[src/rtl/serial_port_pkg.sv]
package serial_port_pkg;
  localparam int BYTE_W     = 8;
  localparam int FRAME_BITS = BYTE_W + 2;
  localparam int BITCNT_W   = $clog2(FRAME_BITS);
  localparam int CTRL_W     = 7;
  localparam int PEND_W     = 4;

  // control bit positions
  localparam int CB_TXEN  = 0;
  localparam int CB_RXEN  = 1;
  localparam int CB_TXIE  = 2;
  localparam int CB_RXIE  = 3;
  localparam int CB_TXOIE = 4;
  localparam int CB_RXOIE = 5;
  localparam int CB_FAST  = 6;

  // word indices of the registers
  localparam int WI_DATA = 0;
  localparam int WI_STAT = 1;
  localparam int WI_CTRL = 2;
  localparam int WI_PEND = 3;
  localparam int WI_DIV  = 4;

  typedef struct packed {
    logic              txStart;
    logic [BYTE_W-1:0] txByte;
  } phy_cmd_t;

  typedef struct packed {
    logic              txBusy;
    logic              rxDone;
    logic [BYTE_W-1:0] rxByte;
  } phy_evt_t;
endpackage

[src/rtl/serial_port_phy.sv]
module serial_port_phy
  import serial_port_pkg::*;
#(
  parameter int DIV_W   = 20,
  parameter int MIN_DIV = 16
) (
  input  logic             clk,
  input  logic             rstN,
  input  phy_cmd_t         cmd,
  output phy_evt_t         evt,
  input  logic [DIV_W-1:0] divisor,
  input  logic             rxEnable,
  input  logic             fastTx,
  output logic             txd,
  input  logic             rxd
);
  localparam logic [BITCNT_W-1:0] LAST_BIT = BITCNT_W'(FRAME_BITS - 1);

  logic                  divOk;
  assign divOk = divisor >= DIV_W'(MIN_DIV);

  // transmit shifter
  logic [FRAME_BITS-1:0] txShift;
  logic [BITCNT_W-1:0]   txBitCnt;
  logic [DIV_W-1:0]      txTick, txLast;
  logic                  txBusy;

  assign txLast = fastTx ? '0 : divisor - DIV_W'(1);

  always_ff @(posedge clk or negedge rstN) begin
    if (!rstN) begin
      txShift  <= '1;
      txBitCnt <= '0;
      txTick   <= '0;
      txBusy   <= 1'b0;
    end else if (cmd.txStart) begin
      txShift  <= {1'b1, cmd.txByte, 1'b0};
      txBitCnt <= '0;
      txTick   <= '0;
      txBusy   <= 1'b1;
    end else if (txBusy) begin
      if (txTick >= txLast) begin
        txTick  <= '0;
        txShift <= {1'b1, txShift[FRAME_BITS-1:1]};
        if (txBitCnt == LAST_BIT) txBusy <= 1'b0;
        else txBitCnt <= txBitCnt + BITCNT_W'(1);
      end else begin
        txTick <= txTick + DIV_W'(1);
      end
    end
  end

  assign txd = txShift[0];

  // receive sampler
  logic                rxMeta, rxSync, rxPrev;
  logic                rxActive, rxDoneR;
  logic [BITCNT_W-1:0] rxBitCnt;
  logic [DIV_W-1:0]    rxWait;
  logic [BYTE_W-1:0]   rxShift;
  logic                rxOk;

  assign rxOk = rxEnable && divOk;

  always_ff @(posedge clk or negedge rstN) begin
    if (!rstN) begin
      rxMeta <= 1'b1;
      rxSync <= 1'b1;
      rxPrev <= 1'b1;
    end else begin
      rxMeta <= rxd;
      rxSync <= rxMeta;
      rxPrev <= rxSync;
    end
  end

  always_ff @(posedge clk or negedge rstN) begin
    if (!rstN) begin
      rxActive <= 1'b0;
      rxDoneR  <= 1'b0;
      rxBitCnt <= '0;
      rxWait   <= '0;
      rxShift  <= '0;
    end else begin
      rxDoneR <= 1'b0;
      if (!rxActive) begin
        if (rxOk && rxPrev && !rxSync) begin
          rxActive <= 1'b1;
          rxWait   <= divisor >> 1;
          rxBitCnt <= '0;
        end
      end else if (!rxOk) begin
        rxActive <= 1'b0;
      end else if (rxWait != '0) begin
        rxWait <= rxWait - DIV_W'(1);
      end else begin
        rxWait   <= divisor - DIV_W'(1);
        rxBitCnt <= rxBitCnt + BITCNT_W'(1);
        if (rxBitCnt == '0) begin
          if (rxSync) rxActive <= 1'b0;       // glitch, not a start bit
        end else if (rxBitCnt == LAST_BIT) begin
          rxActive <= 1'b0;
          rxDoneR  <= rxSync;                 // keep only with a high stop bit
        end else begin
          rxShift <= {rxSync, rxShift[BYTE_W-1:1]};
        end
      end
    end
  end

  assign evt.txBusy = txBusy;
  assign evt.rxDone = rxDoneR;
  assign evt.rxByte = rxShift;

  AST_TX_IDLE_MARK: assert property (@(posedge clk) disable iff (!rstN)
    !txBusy |-> txd) else $error("idle line low");
  AST_TX_DIV_GATE: assert property (@(posedge clk) disable iff (!rstN)
    cmd.txStart |-> (divOk || fastTx)) else $error("tx below floor");
  AST_RX_DIV_GATE: assert property (@(posedge clk) disable iff (!rstN)
    (!rxActive && !divOk) |=> !rxActive) else $error("rx below floor");
endmodule

[src/rtl/serial_port_ctrl.sv]
module serial_port_ctrl
  import serial_port_pkg::*;
#(
  parameter int ADDR_W  = 12,
  parameter int DIV_W   = 20,
  parameter int MIN_DIV = 16
) (
  input  logic              clk,
  input  logic              rstN,
  input  logic              psel,
  input  logic              penable,
  input  logic              pwrite,
  input  logic [ADDR_W-1:0] paddr,
  input  logic [31:0]       pwdata,
  output logic [31:0]       prdata,
  output phy_cmd_t          cmd,
  input  phy_evt_t          evt,
  output logic [DIV_W-1:0]  divisor,
  output logic              rxEnable,
  output logic              fastTx,
  output logic [PEND_W-1:0] pend
);
  localparam int WORD_W = ADDR_W - 2;

  logic [WORD_W-1:0] word;
  logic              access;
  logic              wrData, wrStat, wrCtrl, wrPend, wrDiv, rdData;

  assign word   = paddr[ADDR_W-1:2];
  assign access = psel && penable;
  assign wrData = access && pwrite && word == WORD_W'(WI_DATA);
  assign wrStat = access && pwrite && word == WORD_W'(WI_STAT);
  assign wrCtrl = access && pwrite && word == WORD_W'(WI_CTRL);
  assign wrPend = access && pwrite && word == WORD_W'(WI_PEND);
  assign wrDiv  = access && pwrite && word == WORD_W'(WI_DIV);
  assign rdData = access && !pwrite && word == WORD_W'(WI_DATA);

  logic                unusedBits;
  assign unusedBits = ^{pwdata[31:DIV_W], paddr[1:0]};

  logic [CTRL_W-1:0] ctrlReg;
  logic [DIV_W-1:0]  divReg;
  logic [BYTE_W-1:0] txBuf, rxBuf;
  logic              txFull, rxFull, txOvr, rxOvr;
  logic              txGo, txLost, rxAccept, rxLost;
  logic [PEND_W-1:0] pendSet, pendClr;

  assign txGo     = txFull && ctrlReg[CB_TXEN] && !evt.txBusy &&
                    (divReg >= DIV_W'(MIN_DIV) || ctrlReg[CB_FAST]);
  assign txLost   = wrData && txFull;
  assign rxAccept = evt.rxDone && (!rxFull || rdData);
  assign rxLost   = evt.rxDone && rxFull && !rdData;

  assign pendSet = {rxLost   && ctrlReg[CB_RXOIE],
                    txLost   && ctrlReg[CB_TXOIE],
                    rxAccept && ctrlReg[CB_RXIE],
                    txGo     && ctrlReg[CB_TXIE]};
  assign pendClr = wrPend ? pwdata[PEND_W-1:0] : '0;

  always_ff @(posedge clk or negedge rstN) begin
    if (!rstN) begin
      ctrlReg <= '0;
      divReg  <= '0;
      txBuf   <= '0;
      rxBuf   <= '0;
      txFull  <= 1'b0;
      rxFull  <= 1'b0;
      txOvr   <= 1'b0;
      rxOvr   <= 1'b0;
      pend    <= '0;
    end else begin
      if (wrCtrl) ctrlReg <= pwdata[CTRL_W-1:0];
      if (wrDiv)  divReg  <= pwdata[DIV_W-1:0];

      if (wrData && !txFull) begin
        txBuf  <= pwdata[BYTE_W-1:0];
        txFull <= 1'b1;
      end else if (txGo) begin
        txFull <= 1'b0;
      end

      if (rxAccept) begin
        rxBuf  <= evt.rxByte;
        rxFull <= 1'b1;
      end else if (rdData) begin
        rxFull <= 1'b0;
      end

      if (txLost) txOvr <= 1'b1;
      else if (wrStat && pwdata[2]) txOvr <= 1'b0;
      if (rxLost) rxOvr <= 1'b1;
      else if (wrStat && pwdata[3]) rxOvr <= 1'b0;

      pend <= (pend & ~pendClr) | pendSet;
    end
  end

  always_comb begin
    prdata = '0;
    case (word)
      WORD_W'(WI_DATA): prdata[BYTE_W-1:0] = rxBuf;
      WORD_W'(WI_STAT): prdata[3:0]        = {rxOvr, txOvr, rxFull, txFull};
      WORD_W'(WI_CTRL): prdata[CTRL_W-1:0] = ctrlReg;
      WORD_W'(WI_PEND): prdata[PEND_W-1:0] = pend;
      WORD_W'(WI_DIV):  prdata[DIV_W-1:0]  = divReg;
      default:          prdata = '0;
    endcase
  end

  assign cmd.txStart = txGo;
  assign cmd.txByte  = txBuf;
  assign divisor     = divReg;
  assign rxEnable    = ctrlReg[CB_RXEN];
  assign fastTx      = ctrlReg[CB_FAST];

  AST_TXIRQ_ON_DRAIN: assert property (@(posedge clk) disable iff (!rstN)
    $rose(pend[0]) |-> $fell(txFull)) else $error("tx irq without drain");
  AST_TX_OVR_DROP: assert property (@(posedge clk) disable iff (!rstN)
    (wrData && txFull) |=> (txOvr && $stable(txBuf))) else $error("tx overrun");
  AST_RX_KEEP_OLD: assert property (@(posedge clk) disable iff (!rstN)
    (evt.rxDone && rxFull && !rdData) |=> (rxOvr && $stable(rxBuf)))
    else $error("rx overrun");
  AST_PEND_W1C: assert property (@(posedge clk) disable iff (!rstN)
    (wrPend && pwdata[1] && !evt.rxDone) |=> !pend[1]) else $error("w1c");
endmodule

[src/rtl/apb_serial_port.sv]
module apb_serial_port
  import serial_port_pkg::*;
#(
  parameter int ADDR_W  = 12,
  parameter int DIV_W   = 20,
  parameter int MIN_DIV = 16
) (
  input  logic              pclk,
  input  logic              presetn,
  input  logic              psel,
  input  logic              penable,
  input  logic              pwrite,
  input  logic [ADDR_W-1:0] paddr,
  input  logic [31:0]       pwdata,
  output logic [31:0]       prdata,
  output logic              pready,
  output logic              pslverr,
  output logic              txd,
  input  logic              rxd,
  output logic              txIrq,
  output logic              rxIrq,
  output logic              anyIrq
);
  phy_cmd_t          cmd;
  phy_evt_t          evt;
  logic [DIV_W-1:0]  divisor;
  logic              rxEnable, fastTx;
  logic [PEND_W-1:0] pend;

  serial_port_ctrl #(.ADDR_W(ADDR_W), .DIV_W(DIV_W), .MIN_DIV(MIN_DIV)) i_ctrl (
    .clk(pclk), .rstN(presetn), .psel(psel), .penable(penable), .pwrite(pwrite),
    .paddr(paddr), .pwdata(pwdata), .prdata(prdata), .cmd(cmd), .evt(evt),
    .divisor(divisor), .rxEnable(rxEnable), .fastTx(fastTx), .pend(pend)
  );

  serial_port_phy #(.DIV_W(DIV_W), .MIN_DIV(MIN_DIV)) i_phy (
    .clk(pclk), .rstN(presetn), .cmd(cmd), .evt(evt), .divisor(divisor),
    .rxEnable(rxEnable), .fastTx(fastTx), .txd(txd), .rxd(rxd)
  );

  assign pready  = 1'b1;
  assign pslverr = 1'b0;
  assign txIrq   = pend[0];
  assign rxIrq   = pend[1];
  assign anyIrq  = |pend;
endmodule

[config.mk]
export PLATFORM = sky130hd
export DESIGN_NAME = apb_serial_port
export DESIGN_NICKNAME = d
export VERILOG_FILES = /design/src/rtl/serial_port_pkg.sv /design/src/rtl/serial_port_phy.sv /design/src/rtl/serial_port_ctrl.sv /design/src/rtl/apb_serial_port.sv
export SDC_FILE = /design/constraint.sdc
export NUM_CORES = 1
export LEC_CHECK = 0
export ABC_AREA = 1
export BUFFER_PORTS_ARGS = -buffer_cell sky130_fd_sc_hd__buf_2
export CAP_MARGIN = 20
export CORE_MARGIN = 2
export CORE_UTILIZATION = 30
export DETAILED_ROUTE_END_ITERATION = 8
export SLEW_MARGIN = 20
export SYNTH_ARGS = -nofsm -noshare
export SYNTH_HDL_FRONTEND = slang
export SYNTH_SLANG_ARGS = --single-unit
[constraint.sdc]
create_clock -name pclk -period 3.8 [get_ports pclk]
set_clock_uncertainty 0.1 [all_clocks]
set_input_delay 0.57 -clock pclk [delete_from_list [all_inputs] [get_ports pclk]]
set_output_delay 0.57 -clock pclk [all_outputs]
set_load 0.05 [all_outputs]
==> impl_metrics.ini, run 1 <==
[clock_network]
cts_tree = yes
clock_path_buffers = 2
postCtsHoldBufs = 0
htree_levels = 4
cts.reportedPaths.clkPinSlew_ns = 0.06
root_buffer = clkbuf_16
worstSkewPairLatency_ns = 0.42
sinks_on_the_clock_net = 122
cts_made_buffers = 17

[sta]
worst-slew-pin-transition_ns = 0.825
fmax_mhz = 290
finalCritPeriodShare_pct = 90.7
finish_stage_setup_viols = 0
final.setup.tns_ns = 0
fin_crit_ns = 3.45
maxSlewViolCount = 0
final-hold-violation-count = 0
headroom_to_the_max_slew_limit_pct = 45.0

[die]
rows = 59
fp.dieW_microns = 165
initial_utilization_pct = 30.2
ioPinCount = 88
core_area_sq_um = 25800
fp.dieH_microns = 165
area_enclosed_by_the_die_boundary_sq_um = 27400

[grt]
globalRouteMet2Util_pct = 27.1
grt_busiest_layer = met2
use_met1_pct = 23.0
grt_pass1_vias = 6772
use_met3_pct = 2.82
grtUsageTotal_pct = 16.7
wire_length_of_the_first_global_routing_pass_microns = 35700
grt_overflow_total = 0
grt_max_degree = 52
grt_antenna_before_repair = 0

[hold_path]
hold_path_class = in -> async

[outcome]
status = complete, no violations

[power_and_ir_drop]
power.static_leakage_nw = 4.72
power.density_nw_per_um2 = 345
ir_worst_vdd_uv = 288

[logic_synthesis]
synth.yosys.seq_area_share_pct = 39.3
syn_inst = 1069
synth.cell_area_sq_um = 7810
synth.top_cells.by_area = dfrtp_1, nand2_1, nand3_1
synth.largest_area_cell = dfrtp_1
yosys_reg_bits = 122
ys.warnings.count = 0
yosys.area.top_type_share_pct = 35.2
synth_area_per_cell_sq_um = 7.31
yosysUniqueCellTypes = 44

[final_layout]
post-route-cell-area_sq_um = 9000
fraction_of_final_layout_cells_with_drive_strength_greater_than_1_pct = 15.8
area.growth.synth_to_final_pct = 15.2
num-nets-final = 1208
layoutNonFillerInstCount = 1477
final_util_pct = 34.8
num_antenna_cells = 0

[critical_path]
worst-setup-path-type = reg -> reg
cp_data_required_time_ns = 4.01
critical_path.slowest_cell = dfrtp_1
timing.critical_path.cells = inv_1, ha_1, nand2_1, nor2_1, nand3_1, xor2_1, or2_2, ha_1, nand2_1, nor2_1, nand2_1, nor2_1, nand2_1, nand2_1, nor2_1, nand3_2, buf_4, nand3_1, nand2_1, nand2_1
worst_path_dominant_cell_family = simple AND/OR/NAND/NOR gates
cp_num_buf_inv = 2
worstSetupEndpointType = flop
worstPathArrival_ns = 3.66
startpoint_type = flop
critical_path_peak_fanout = 13
crit_path_frequent_cell = nand2_1
cpPeakStageDelay_ns = 0.42

[drt]
detailedRoute.firstPassIterationCount = 5
totalWireLength_microns = 21500
wire_per_inst_microns = 14.6
viasPerCell = 4.80
drt_iter0_markers = 515
via_count = 7091
detail-route-antenna-nets = 0
remaining_design_rule_violation_count = 0

[placed_design]
numPlacedInstances = 1445
placed_cell_area_sq_um = 8400
gp_routability_congestion = 0.935
port_buffers = 59
detailed_place_hpwl_microns = 16100

[job]
max_cap_violations = 0
-- worst register-to-register path, cell delays in order (launching register included) --
cell     delay (ns)
dfrtp_1        0.42
inv_1          0.16
ha_1           0.20
nand2_1        0.14
nor2_1         0.30
nand3_1        0.13
xor2_1         0.19
or2_2          0.30
ha_1           0.27
nand2_1        0.04
nor2_1         0.08
nand2_1        0.10
nor2_1         0.10
nand2_1        0.06
nand2_1        0.05
nor2_1         0.06
nand3_2        0.10
buf_4          0.20
nand3_1        0.17
nand2_1        0.10
nand2_1        0.05
-- cell families after synthesis --
logic type,synth area share [%]
mux,1.73
other cells,0.0961
fa+ha+maj,4.64
flops,39.3
simple gates,32.5
xor+xnor,3.47
compound gates,9.22
buf+inv,9.13
-- stage by stage --
step | total power, mW | hold slack (ns) | setup WS (ns)
after detailed placement | 1.50 | 0.248 | 0.254
after global routing | 3.21 | 0.121 | -0.00468
final | 3.10 | 0.0882 | 0.354
after CTS | 3.14 | 0.102 | 0.232
after floorplan | 1.43 | 0.174 | 0.820
after global placement | 1.50 | 0.247 | 0.340
-- layer usage --
| metal | vias up | part of all wire, % |
|---|---|---|
| li1 | 3542 | - |
| met1 | 3321 | 47 |
| met2 | 200 | 46 |
| met3 | 28 | 4.7 |
| met4 | 0 | 1.8 |
| met5 | - | 0 |
-- worst paths after layout --
path	startpoint	to	slack [ns]	cells past startpoint
setup / recovery	i_ctrl.divisor[0]	i_phy.txBitCnt[3]	0.35	20
hold / removal	presetn	i_ctrl.txBuf[1]	0.09	1
setup reg to reg	i_ctrl.divisor[0]	i_phy.txBitCnt[3]	0.35	20
hold reg to reg	i_phy.rxMeta	i_phy.rxSync	0.26	0
max in group asynchronous	presetn	i_phy.rxPrev	2.64	2
min in group pclk	rxd	i_phy.rxMeta	0.14	1
-- cell usage after synthesis (all sizes together) --
library cell and count:
nand2 312, nor2 125, inv 111, dfrtp 110, nand3 98, o21ai 72, a21oi 33, buf 32
ha 29, xor2 26, nand4 22, nor3 16, or2 14, dfstp 12, mux2 12, clkbuf 11
o211ai 6, a22oi 5, xnor2 5, o221ai 4, clkinv 3, conb 2, o21bai 2, a211oi 1
a21o 1, nand3b 1, nor3b 1, nor4 1, o21a 1, o22ai 1
-- what timing repair did --
action,in CTS,in global routing
gates resized for setup,0,6
setup endpoints to repair,0,25
setup buffers,0,0
-- final cells by class --
type / count / area [sq um]
sequential: 122 / 3070
timing repair buffer: 72 / 395
tap: 335 / 419
fill: 2755 / 16800
clock buffer: 18 / 439
inverter: 114 / 435
multi-input combinational: 802 / 4100
clock inverter: 14 / 146
-- cells in the final DEF (no fill, tap or decap), types with 2 or more instances in the layout --
cell type   netlist  layout
o211ai_1          6       6
or2_2            12      12
bufinv_16         0       2
inv_6             0       2
xor2_1           26      26
nor3_1           14      13
nor3_2            2       3
a21oi_1          33      33
nor2_1          121     119
or2_1             2       2
nor2_2            4       6
buf_4            18      14
nand2_2           6       5
inv_2             5       6
nand2_4           2       3
o21ai_2           9       9
clkinv_4          1       4
o21ai_0          50      50
clkbuf_16         0      17
a22oi_1           5       5
ha_1             29      29
nand4_1          21      21
nand3_1          95      94
clkinv_2          2       6
o21bai_1          2       2
dfstp_2          12      12
mux2_2           12      12
o221ai_1          4       4
clkinvlp_4        0       3
dfrtp_1         110     110
xnor2_1           5       5
inv_1           106     105
nand3_2           2       3
o21ai_1          13      13
nand2_1         304     304
conb_1            2      14
buf_2             9      58
-- registers in the layout, summed over array words and instances, names as in the netlist, 4 cells and up --
register	count
i_phy.txBitCnt	4
i_phy.txTick	20
i_phy.txShift	9
i_phy.rxWait	20
i_ctrl.txBuf	8
i_ctrl.rxBuf	8
i_ctrl.ctrlReg	7
i_phy.rxShift	8
i_ctrl.divisor	20
i_ctrl.pend	4
i_phy.rxBitCnt	4
-- where the power goes --
group          switching [mW]  internal [mW]  leakage, nW
clock network           0.646          0.983        0.282
logic                   0.121         0.0415         2.79
registers             0.00508           1.31         1.65
(Power assumes the default switching activity.)
==> run 2, diff against run 1 <==
--- a/config.mk
+++ b/config.mk
@@ -6,7 +6,7 @@
 export NUM_CORES = 1
 export LEC_CHECK = 0
 export ABC_AREA = 1
-export BUFFER_PORTS_ARGS = -buffer_cell sky130_fd_sc_hd__buf_2
+export BUFFER_PORTS_ARGS = -buffer_cell sky130_fd_sc_hd__buf_4
 export CAP_MARGIN = 20
 export CORE_MARGIN = 2
 export CORE_UTILIZATION = 30
==> run 2 against run 1 <==
Register-to-register slack got worse by 0.04 ns. Flip-flop and latch count unchanged. Sequential share of layout area decreased by 0.63 points. Maximum frequency decreased by 1.1%. Routed wire length decreased by 0.55%. Via count increased by 0.18%. Final area increased by 1.9%. Cell count decreased by 0.34%. Non-clock buffer count decreased by 5. Worst hold slack improved by 0.059 ns.
==> impl_metrics.ini, run 2 (synthesis results as in run 1) <==
[final_layout]
layout.cells.most_common_list = nand2_1, nor2_1, dfrtp_1, inv_1, nand3_1
num-nets-final = 1203
layout_commonest_cell = nand2_1
layoutNonFillerInstCount = 1472
num_antenna_cells = 0
fraction_of_final_layout_cells_with_drive_strength_greater_than_1_pct = 15.1
area.growth.synth_to_final_pct = 17.4

[critical_path]
rrSetupSlack_ns = 0.32
worstSetupEndpointType = flop
critical_path_peak_fanout = 15
worstPathArrival_ns = 3.74
cp_data_required_time_ns = 4.06
startpoint_type = flop
worst-setup-path-type = reg -> reg

[sta]
final-hold-violation-count = 0
maxSlewViolCount = 0
headroom_to_the_max_slew_limit_pct = 39.7
final.setup.tns_ns = 0
fmax_mhz = 287
fin_crit_ns = 3.48
grt_setup_unrepaired = false
worst-slew-pin-transition_ns = 0.905
finish_stage_setup_viols = 0
finalCritPeriodShare_pct = 91.7

[drt]
detailedRoute.firstPassIterationCount = 5
totalWireLength_microns = 21400
drt_iter0_markers = 566
via_count = 7104
remaining_design_rule_violation_count = 0
wire_per_inst_microns = 14.6
viasPerCell = 4.83
detail-route-antenna-nets = 0

[die]
ioPinCount = 88
rows = 59
fp.dieH_microns = 165
fp.dieW_microns = 165
initial_utilization_pct = 30.2
area_enclosed_by_the_die_boundary_sq_um = 27400
core_area_sq_um = 25800

[clock_network]
cts.reportedPaths.clkPinSlew_ns = 0.06
worstSkewPairLatency_ns = 0.43
root_buffer = clkbuf_16
post_cts_resize_count = 0
cts_made_buffers = 17
cts_tree = yes
htree_levels = 4
cts_setup_buffers = 0
sinks_on_the_clock_net = 122
postCtsHoldBufs = 0
clock_path_buffers = 2

[outcome]
status = complete, no violations

[placed_design]
port_buffers = 59
gp_routability_congestion = 0.902
detailed_place_hpwl_microns = 15800
numPlacedInstances = 1440

[grt]
grt_overflow_total = 0
grt_pass1_vias = 6744
wire_length_of_the_first_global_routing_pass_microns = 35100
grt_antenna_before_repair = 0
grt_max_degree = 64
grtUsageTotal_pct = 16.6

[hold_path]
hold_path_class = in -> async

[power_and_ir_drop]
power.static_leakage_nw = 4.74
power.density_nw_per_um2 = 358
ir_worst_vdd_uv = 292

[job]
max_cap_violations = 0
## run 2: cell type report
cell class                      count  area [sq um]
Fill cell                        2740         16700
Multi-Input combinational cell    802          4090
Sequential cell                   122          3070
Timing Repair Buffer               67           515
Clock buffer                       18           439
Inverter                          114           435
Tap cell                          335           419
Clock inverter                     14           208
## run 2: layer usage
layer	track usage (%)	part of all wire, %	up-vias
met4	5.09	1.5	0
met1	22.1	46	3345
met2	27.4	47	205
li1	-	-	3530
met5	0	0	-
met3	3.07	5.2	24
## run 2: worst paths after layout
path | start | to | cells past startpoint
max in group asynchronous | presetn | i_phy.rxMeta | 2
hold reg to reg | i_phy.rxMeta | i_phy.rxSync | 0
setup reg to reg | i_ctrl.divisor[0] | i_phy.txTick[9] | 19
setup / recovery | i_ctrl.divisor[0] | i_phy.txTick[9] | 19
min in group pclk | rxd | i_phy.rxMeta | 1
hold / removal | presetn | i_ctrl.txBuf[0] | 1
## run 2: critical path, cell delays in order (launching register included)
cell,delay (ns)
dfrtp_1,0.42
inv_1,0.15
ha_1,0.21
nand2_1,0.13
nor2_1,0.27
nand3_1,0.14
xor2_1,0.22
or2_2,0.31
ha_1,0.27
nand2_1,0.06
nor2_1,0.04
nand2_1,0.10
inv_1,0.05
nand2_1,0.05
nand3_1,0.06
nor2_1,0.15
nand3_2,0.12
nand2_2,0.30
inv_1,0.17
nor2_1,0.13
## run 2: power breakdown
| group | total [mW] | switching [mW] | internal (mW) |
|---|---|---|---|
| clock | 1.80 | 0.672 | 1.13 |
| sequential | 1.31 | 0.00506 | 1.31 |
| combinational | 0.173 | 0.121 | 0.0513 |
| total | 3.29 | 0.798 | 2.49 |
## run 2: stage by stage
stage | hold WS [ns] | utilization, % | setup slack (ns) | total power, mW | cell area (sq um)
finish | 0.147 | 35.5 | 0.315 | 3.29 | 9170
detailed placement | 0.247 | 33.0 | 0.360 | 1.51 | 8520
global route | 0.129 | 35.5 | 0.0126 | 3.40 | 9170
global placement | 0.246 | 33.0 | 0.403 | 1.51 | 8520
CTS | 0.133 | 35.5 | 0.336 | 3.32 | 9160
floorplan | 0.174 | - | 0.820 | 1.43 | 7860
